File: config.mk
export PLATFORM = sky130hd
export DESIGN_NAME = hsmb_array
export DESIGN_NICKNAME = d
export VERILOG_FILES = /design/src/rtl/hsmb_pkg.sv /design/src/rtl/hsmb_slot.sv /design/src/rtl/hsmb_irq.sv /design/src/rtl/hsmb_array.sv
export SDC_FILE = /design/constraint.sdc
export NUM_CORES = 2
export LEC_CHECK = 0
export ABC_AREA = 1
export BUFFER_PORTS_ARGS = -buffer_cell sky130_fd_sc_hd__buf_2
export CAP_MARGIN = 20
export CORE_MARGIN = 10
export CORE_UTILIZATION = 52
export DETAILED_ROUTE_END_ITERATION = 12
export MAX_ROUTING_LAYER = met4
export PLACE_DENSITY = 0.78
export SETUP_SLACK_MARGIN = 0.05
export SLEW_MARGIN = 20
export SYNTH_ARGS = -nofsm -noshare
export SYNTH_HDL_FRONTEND = slang
export SYNTH_HIERARCHICAL = 1
export SYNTH_SLANG_ARGS = --single-unit
File: constraint.sdc
create_clock -name clk -period 13.8 [get_ports clk]
set_input_delay 2.76 -clock clk [delete_from_list [all_inputs] [get_ports clk]]
set_output_delay 2.76 -clock clk [all_outputs]
set_load 0.01 [all_outputs]
File: src/rtl/hsmb_pkg.sv
package hsmb_pkg;

    localparam int ADDR_W   = 20;
    localparam int DATA_W   = 32;
    localparam int MAX_MB   = 8;
    localparam int STAT_W   = 2 * MAX_MB;
    localparam int WIDE_WORDS = 4;
    localparam int FULL_BIT = 31;

    localparam logic [ADDR_W-1:0] STAT_ADDR = 20'h00304;
    localparam logic [ADDR_W-1:0] DIM_ADDR  = 20'h00380;
    localparam logic [ADDR_W-1:0] MB_REGION = 20'h10000;
    localparam int                MB_SHIFT  = 15;

    localparam logic [14:0] OFF_MSG      = 15'h0000;
    localparam logic [14:0] OFF_FULL_IE  = 15'h0004;
    localparam logic [14:0] OFF_EMPTY_IE = 15'h0008;
    localparam logic [14:0] OFF_TAG      = 15'h0040;
    localparam logic [14:0] OFF_DATA0    = 15'h0048;

    typedef struct packed {
        logic        is_mb;
        logic [4:0]  slot;
        logic [14:0] off;
    } mb_dec_t;

    function automatic mb_dec_t mb_decode(logic [ADDR_W-1:0] a, int n_mb);
        mb_dec_t d;
        int blk;
        blk     = int'(a[ADDR_W-1:MB_SHIFT]);
        d.is_mb = (blk >= 2) && (blk < 2 + n_mb);
        d.slot  = 5'(blk - 2);
        d.off   = a[MB_SHIFT-1:0];
        return d;
    endfunction

    function automatic logic [ADDR_W-1:0] mb_addr(int idx, logic [14:0] off);
        return MB_REGION + ADDR_W'(idx << MB_SHIFT) + ADDR_W'(off);
    endfunction

    function automatic logic [DATA_W-1:0] dim_pack(int sm, int ss, int as_n, int db, int si);
        return {12'h000, 4'(si), 4'(db), 4'(as_n), 4'(ss), 4'(sm)};
    endfunction

endpackage

File: src/rtl/hsmb_slot.sv
module hsmb_slot
    import hsmb_pkg::*;
#(
    parameter bit WIDE_EN  = 1'b1,
    parameter bit MB_IE_EN = 1'b1
) (
    input  logic              clk,
    input  logic              rst,
    input  logic              wr,
    input  logic [14:0]       off,
    input  logic [DATA_W-1:0] wdata,
    output logic [DATA_W-1:0] rdata,
    output logic              msg_full,
    output logic              tag_full,
    output logic              empty_req,
    output logic              full_req
);

    logic [DATA_W-1:0] msg_q;
    logic [DATA_W-1:0] tag_q;
    logic [DATA_W-1:0] data_q [WIDE_WORDS];
    logic              ie_full_q;
    logic              ie_empty_q;

    always_ff @(posedge clk) begin
        if (rst) msg_q <= '0;
        else if (wr && off == OFF_MSG) msg_q <= wdata;
    end

    generate
        if (WIDE_EN) begin : g_wide
            always_ff @(posedge clk) begin
                if (rst) begin
                    tag_q <= '0;
                    for (int k = 0; k < WIDE_WORDS; k++) data_q[k] <= '0;
                end else if (wr) begin
                    if (off == OFF_TAG) tag_q <= wdata;
                    for (int k = 0; k < WIDE_WORDS; k++)
                        if (off == 15'(OFF_DATA0 + 15'(4 * k))) data_q[k] <= wdata;
                end
            end
        end else begin : g_narrow
            assign tag_q = '0;
            for (genvar k = 0; k < WIDE_WORDS; k++) begin : g_z
                assign data_q[k] = '0;
            end
        end

        if (MB_IE_EN) begin : g_ie
            always_ff @(posedge clk) begin
                if (rst) begin
                    ie_full_q  <= 1'b1;
                    ie_empty_q <= 1'b1;
                end else if (wr) begin
                    if (off == OFF_FULL_IE)  ie_full_q  <= wdata[0];
                    if (off == OFF_EMPTY_IE) ie_empty_q <= wdata[0];
                end
            end
        end else begin : g_no_ie
            assign ie_full_q  = 1'b1;
            assign ie_empty_q = 1'b1;
        end
    endgenerate

    assign msg_full  = msg_q[FULL_BIT];
    assign tag_full  = tag_q[FULL_BIT];
    assign full_req  = (msg_full | tag_full) & ie_full_q;
    assign empty_req = ~(msg_full | tag_full) & ie_empty_q;

    always_comb begin
        rdata = '0;
        if (off == OFF_MSG)           rdata = msg_q;
        else if (off == OFF_TAG)      rdata = tag_q;
        else if (off == OFF_FULL_IE)  rdata = {31'b0, MB_IE_EN ? ie_full_q : 1'b0};
        else if (off == OFF_EMPTY_IE) rdata = {31'b0, MB_IE_EN ? ie_empty_q : 1'b0};
        for (int k = 0; k < WIDE_WORDS; k++)
            if (off == 15'(OFF_DATA0 + 15'(4 * k))) rdata = data_q[k];
    end

endmodule

File: src/rtl/hsmb_irq.sv
module hsmb_irq
    import hsmb_pkg::*;
#(
    parameter int NUM_SI = 4
) (
    input  logic              clk,
    input  logic              rst,
    input  logic              wr,
    input  logic [ADDR_W-1:0] addr,
    input  logic [STAT_W-1:0] wdata,
    input  logic [STAT_W-1:0] stat,
    output logic [NUM_SI-1:0] irq,
    output logic              rd_hit,
    output logic [STAT_W-1:0] rd_data
);

    logic [STAT_W-1:0] ie_q [NUM_SI];
    logic [5:0]        idx;
    logic              in_region;

    assign idx       = addr[7:2];
    assign in_region = (addr[ADDR_W-1:8] == 12'h001) && (addr[1:0] == 2'b00);
    assign rd_hit    = in_region && (int'(idx) < NUM_SI);

    generate
        for (genvar x = 0; x < NUM_SI; x++) begin : g_line
            always_ff @(posedge clk) begin
                if (rst) ie_q[x] <= '0;
                else if (wr && in_region && idx == 6'(x)) ie_q[x] <= wdata;
            end
            assign irq[x] = |(stat & ie_q[x]);
        end
    endgenerate

    always_comb begin
        rd_data = '0;
        for (int x = 0; x < NUM_SI; x++)
            if (idx == 6'(x)) rd_data = ie_q[x];
    end

endmodule

File: src/rtl/hsmb_array.sv
module hsmb_array
    import hsmb_pkg::*;
#(
    parameter int NUM_MB   = 8,
    parameter int NUM_SI   = 4,
    parameter int NUM_SS   = 0,
    parameter int NUM_AS   = 0,
    parameter int NUM_DB   = 0,
    parameter bit WIDE_EN  = 1'b1,
    parameter bit MB_IE_EN = 1'b1
) (
    input  logic              clk,
    input  logic              rst,
    input  logic              bus_en,
    input  logic              bus_we,
    input  logic [19:0]       bus_addr,
    input  logic [31:0]       bus_wdata,
    output logic [31:0]       bus_rdata,
    output logic [NUM_SI-1:0] irq
);

    localparam logic [DATA_W-1:0] DIM_VAL = dim_pack(NUM_MB, NUM_SS, NUM_AS, NUM_DB, NUM_SI);

    mb_dec_t           dec;
    logic              wr;
    logic [DATA_W-1:0] slot_rd [NUM_MB];
    logic [NUM_MB-1:0] msg_full_vec;
    logic [NUM_MB-1:0] tag_full_vec;
    logic [NUM_MB-1:0] empty_vec;
    logic [NUM_MB-1:0] full_vec;
    logic [STAT_W-1:0] stat_word;
    logic              ie_hit;
    logic [STAT_W-1:0] ie_rd;
    logic [DATA_W-1:0] rd_mux;
    logic [DATA_W-1:0] rdata_q;

    assign dec = mb_decode(bus_addr, NUM_MB);
    assign wr  = bus_en & bus_we;

    generate
        for (genvar i = 0; i < NUM_MB; i++) begin : g_mb
            hsmb_slot #(.WIDE_EN(WIDE_EN), .MB_IE_EN(MB_IE_EN)) slot_i (
                .clk       (clk),
                .rst       (rst),
                .wr        (wr && dec.is_mb && dec.slot == 5'(i)),
                .off       (dec.off),
                .wdata     (bus_wdata),
                .rdata     (slot_rd[i]),
                .msg_full  (msg_full_vec[i]),
                .tag_full  (tag_full_vec[i]),
                .empty_req (empty_vec[i]),
                .full_req  (full_vec[i])
            );
        end
    endgenerate

    always_comb begin
        stat_word = '0;
        for (int i = 0; i < NUM_MB; i++) begin
            stat_word[i]          = empty_vec[i];
            stat_word[MAX_MB + i] = full_vec[i];
        end
    end

    hsmb_irq #(.NUM_SI(NUM_SI)) irq_i (
        .clk     (clk),
        .rst     (rst),
        .wr      (wr),
        .addr    (bus_addr),
        .wdata   (bus_wdata[STAT_W-1:0]),
        .stat    (stat_word),
        .irq     (irq),
        .rd_hit  (ie_hit),
        .rd_data (ie_rd)
    );

    always_comb begin
        rd_mux = '0;
        if (bus_addr == STAT_ADDR)     rd_mux = {16'h0, stat_word};
        else if (bus_addr == DIM_ADDR) rd_mux = DIM_VAL;
        else if (ie_hit)               rd_mux = {16'h0, ie_rd};
        else if (dec.is_mb) begin
            for (int i = 0; i < NUM_MB; i++)
                if (dec.slot == 5'(i)) rd_mux = slot_rd[i];
        end
    end

    always_ff @(posedge clk) begin
        if (rst) rdata_q <= '0;
        else if (bus_en && !bus_we) rdata_q <= rd_mux;
    end

    assign bus_rdata = rdata_q;

endmodule

Yosys cells after proc, flatten, opt, wreduce, memory -nomap -nowiden
Memory sizes are Yosys's and may differ from the RTL's.
Index checks and enable logic that the tools add are counted.
{ "totals": {"regBits": 560, "ramBits": 1088, "inputBits": 56, "memories": 9} }
{ "classes": {"addsub": 1, "order_cmp": 3, "n_eq_ne": 20, "n_mux": 230, "bitwise": 73, "reduce_logical": 59} }
{ "mem_list": {"columns": ["memory", "words", "word_bits", "read_ports", "rd_ports_with_merged_regs", "write_ports", "line", "source"], "rows": [
  ["g_mb[0].slot_i.data_q", 4, 32, 4, 0, 4, "hsmb_slot.sv:21", "logic [DATA_W-1:0] data_q [WIDE_WORDS];"],
  ["g_mb[1].slot_i.data_q", 4, 32, 4, 0, 4, "hsmb_slot.sv:21", null],
  ["g_mb[2].slot_i.data_q", 4, 32, 4, 0, 4, "hsmb_slot.sv:21", null],
  ["g_mb[3].slot_i.data_q", 4, 32, 4, 0, 4, "hsmb_slot.sv:21", null],
  ["g_mb[4].slot_i.data_q", 4, 32, 4, 0, 4, "hsmb_slot.sv:21", null],
  ["g_mb[5].slot_i.data_q", 4, 32, 4, 0, 4, "hsmb_slot.sv:21", null],
  ["+3 memories", null, null, null, null, null, null, null]
]} }
{ "op_table": {"columns": ["cell", "n"], "rows": [
  ["$mux 32", 100],
  ["$mux 16", 8],
  ["$mux 1", 122],
  ["$eq 15x7->1 const B", 5],
  ["$and 16x16->16", 4],
  ["$reduce_or 16->1", 4],
  ["$reduce_and 2->1", 24],
  ["$or 1x1->1", 44],
  ["$eq 20x10->1 const B", 2],
  ["$logic_and 1x1->1", 26],
  ["$eq 5x3->1 const B", 4],
  ["$and 1x1->1", 17],
  ["$eq 15x3->1 const B", 1],
  ["$eq 15x4->1 const B", 1],
  ["$logic_not 15->1", 1],
  ["$eq 12x1->1 const B", 1],
  ["$eq 6x2->1 const B", 2],
  ["$eq 5x2->1 const B", 2],
  ["$not 1->1", 8],
  ["$eq 6x1->1 const B", 1],
  ["$logic_not 6->1", 1],
  ["$lt 6x3->1 const B", 1],
  ["$eq 5x1->1 const B", 1],
  ["$ge 5x2->1 const B", 1],
  ["other kinds (5)", 5]
]} }

Logic depth before layout (Yosys ltp)
{ "logic_depth": {"word_depth": 21, "ltp_mapped": 22} }

Hierarchy
The synthesis kept the hierarchy.
{ "modules_own_cells": {"columns": ["module", "instances", "cells_each", "area_per_inst_um2", "seq_area_each_um2"], "rows": [
  ["hsmb_slot", 8, 940, 8673.3, 5165.0],
  ["hsmb_array", 1, 719, 3913.8, 640.6],
  ["hsmb_irq", 1, 359, 3369.5, 1921.8]
]} }

Worst setup path before layout
No wires, ideal clock.
{ "synth_path": {"kind": "input to register", "start": "input port bus_addr[16]", "end": "memory g_mb[1].slot_i.data_q[1][0], enable pin", "setup_time_ps": 466, "arrival_ps": 7256, "required_time_ps": 13334, "slack_ps": 6079, "path_stages": 12, "path_buffers": 2, "path_cell_list": "inv_2 -> buf_4 -> clkbuf_1 -> ha_1 -> inv_2 -> nand2_2 -> nand2_1 -> a31oi_1 -> nand2_1 -> nor3_1 -> inv_1 -> o21ai_0"} }
{ "synth_lines": {"columns": ["item", "line", "source"], "rows": [
  ["start, declared", "hsmb_array.sv:16", "input logic [19:0] bus_addr,"],
  ["end, declared", "hsmb_slot.sv:21", null]
]} }

==> reports/results.ini <==
[status]
status = finished, final reports clean

[clock_network]
cts_sinks = 1648
htreeDepth = 4
cts_tree = done
ctsResizeCount = 0
hold_buffers = 0
root_buffer = clkbuf_16
clk_latency_ns = 0.85
cts_max_path_buffers = 3
cts_buffers = 169
cts.reportedPaths.clkPinSlew_ns = 0.06
cts_setup_buffers = 0

[place]
dp_hpwl_um = 167700
placed_cell_area_um2 = 78180
port_buffers = 91
place.gp.congestion = 1.078

[final_layout]
fin_nets = 8536
area_growth_pct = 9.503
layout-drive-gt1-share_pct = 11.45
stdcell_area_um2 = 83960

[worst_setup_path]
crit_start = bus_addr[16]
cp-end-kind = flip-flop
reg2regPathDepth = 10
crit_path_cell_trace = buf_2 > inv_2 > ha_1 > inv_2 > nand2_2 > nand2_1 > nor2_2 > nand2_1 > nor2_4 > inv_2 > nor2_1 > buf_4 > inv_1 > o21ai_2 > buf_4
crit_slowest_cell = o21ai_2
critPathMaxStageDelay_ns = 0.73
cp.required_ns = 14.29
path_class = in -> reg
critPathLaunchType = primary input
cp-endpoint = g_mb[7].slot_i/data_q[0][21]
crit_arrival_ns = 7.22
reg2reg_slack_ns = 11.16
path_common_cell = inv_2
worst-path-max-fanout = 33
rr_startpoint = g_mb[1].slot_i/msg_q[30]
reg2reg_to = bus_rdata[30]

[power]
ir_drop_uv = 109.9
leakagePower_nw = 32.32
power_density_nw_per_um2 = 126.4

[yosys]
synth_top_cell_area_share_pct = 42.61
synth_common_cells = nand2_1 (1529), nor2_1 (1128), edfxtp_1 (1088)
syn-num-nets = 8657
postSynth.asyncResetShare_pct = 0
synthesis.area_um2 = 76670
syn_avg_cell_area_um2 = 8.917
ys_warn_count = 6
synth.most_common_cell = nand2_1
yosysUniqueCellTypes = 40
ys_top_cells_by_area = edfxtp_1 (43%), dfxtp_1 (15%), nand2_1 (7.5%)
synth_top_flop_cell = edfxtp_1
synth_seq_cells = 1648
post-synth-top-area-cell = edfxtp_1
synth_edf_count = 1088
yosysSeqAreaShare_pct = 57.24
synth_cells = 8598

[global_route]
grt_max_degree = 65
grt_pass1_vias = 59500
grt_usage_pct = 32.62
antenna_found_initial = 27
overflow = 0
grt_pass1_wl_um = 389000

[floorplanning]
die-area_um2 = 163200
core-area_um2 = 146100
ios = 92
start_util_pct = 52.48
die_height_um = 404.0
die_x_um = 404.0
fp-row-count = 140

[drt]
drt_iter0_drc = 9882
wl_per_cell_um = 25.48
drt-pass1-iter-count = 6
vias = 64960
drt-total-wl_um = 268900
drc = 0
via_per_inst = 6.156
antenna_left = 0

[sta]
worstMarginPinSlew_ns = 1.354
finalSetupViolCount = 0
max_freq_ghz = 0.1486
fin_setup_tns_ns = 0
period_minus_slack_ns = 6.729
fin_worst_skew_ns = 0.05467
hold_viol = 0
slew_violations = 0
rsz0062_at_grt = no
post-route-period-util_pct = 48.76
relSlewSlack_pct = 9.509
hold_ws_ns = 0.4539

[min_path]
min_path_type = reg -> reg
min_path_cells = 2

[flow_run]
drv_cap = 0

## cell families after synthesis
logic type               Yosys count  synth area share (%)
flip-flops                      1648                 57.24
AO/OA/AOI/OAI                   1791                 12.76
AND/OR/NAND/NOR                 3639                 21.61
adder cells (fa/ha/maj)            3               0.04896
buffers and inverters           1517                 8.351
## sequential cells by signal, summed over array words and instances, names as in the netlist
register,cells
bus_rdata,32
g_mb.slot_i/tag_q,256
irq_i/ie_q,64
g_mb.slot_i/data_q,1024
g_mb.slot_i/ie_empty_q,8
g_mb.slot_i/ie_full_q,8
g_mb.slot_i/msg_q,256
## worst max-delay path: cells and delay by family
kind | cells | cell delay (ns)
AND/OR/NAND/NOR | 6 | 1.67
adder cells (fa/ha/maj) | 1 | 0.29
buffers and inverters | 7 | 1.75
AO/OA/AOI/OAI | 1 | 0.73
## layout by cell type, fill, tap and decap left out, types with 213 or more instances in the layout
master,count
a21oi_1,696
dfxtp_1,560
edfxtp_1,1088
inv_1,959
nand2_1,1528
nand3_1,290
nand4_1,213
nor2_1,1128
nor2_2,250
o21ai_0,612
## per-layer routing
metal	global-route usage (%)	vias up	wire, um
met4	20.32	0	20390
met2	46.25	4721	114100
met5	-	-	0
li1	-	28610	-
met3	10.28	920	40340
met1	40.38	30710	94100
## worst min path at each step
stage / slack [ns] / to / from
floorplan: 0.43 / g_mb[0].slot_i/msg_q[0] / g_mb[0].slot_i/msg_q[0]
global placement: 0.44 / g_mb[0].slot_i/msg_q[21] / g_mb[0].slot_i/msg_q[21]
detailed placement: 0.45 / g_mb[0].slot_i/msg_q[3] / g_mb[0].slot_i/msg_q[3]
CTS: 0.46 / g_mb[5].slot_i/msg_q[19] / g_mb[5].slot_i/msg_q[19]
global route: 0.47 / g_mb[0].slot_i/msg_q[8] / g_mb[0].slot_i/msg_q[8]
finish: 0.45 / g_mb[1].slot_i/msg_q[5] / g_mb[1].slot_i/msg_q[5]
## area by class of cell
| cell class | count | area, um2 |
|---|---|---|
| Antenna cell | 13 | 32.53 |
| Fill cell | 12340 | 62130 |
| Tap cell | 1917 | 2399 |
| Timing Repair Buffer | 198 | 1376 |
| Sequential cell | 1648 | 43880 |
| Multi-Input combinational cell | 5433 | 26710 |
| Inverter | 1027 | 3860 |
| Clock inverter | 90 | 993.5 |
| Clock buffer | 227 | 4703 |
## per-stage QoR
step                worst slack [ns]  utilization (%)  instances  total power, mW
floorplan                      6.079                -       8598            5.765
global placement               6.481            53.42      10220            5.971
detailed placement             6.366            53.51      10220            5.990
CTS                            7.213            57.41      10540            10.61
global route                   6.847            57.47      10550            10.85
finish                         7.071            57.47      10550            10.61
## power breakdown
| part | internal (mW) | switching (mW) | total [mW] |
|---|---|---|---|
| logic | 0.0636 | 0.381 | 0.444 |
| registers | 5.41 | 0.0552 | 5.46 |
| clock network | 2.71 | 2.00 | 4.71 |
| total | 8.18 | 2.43 | 10.6 |
Power figures use the tool's default switching activity.
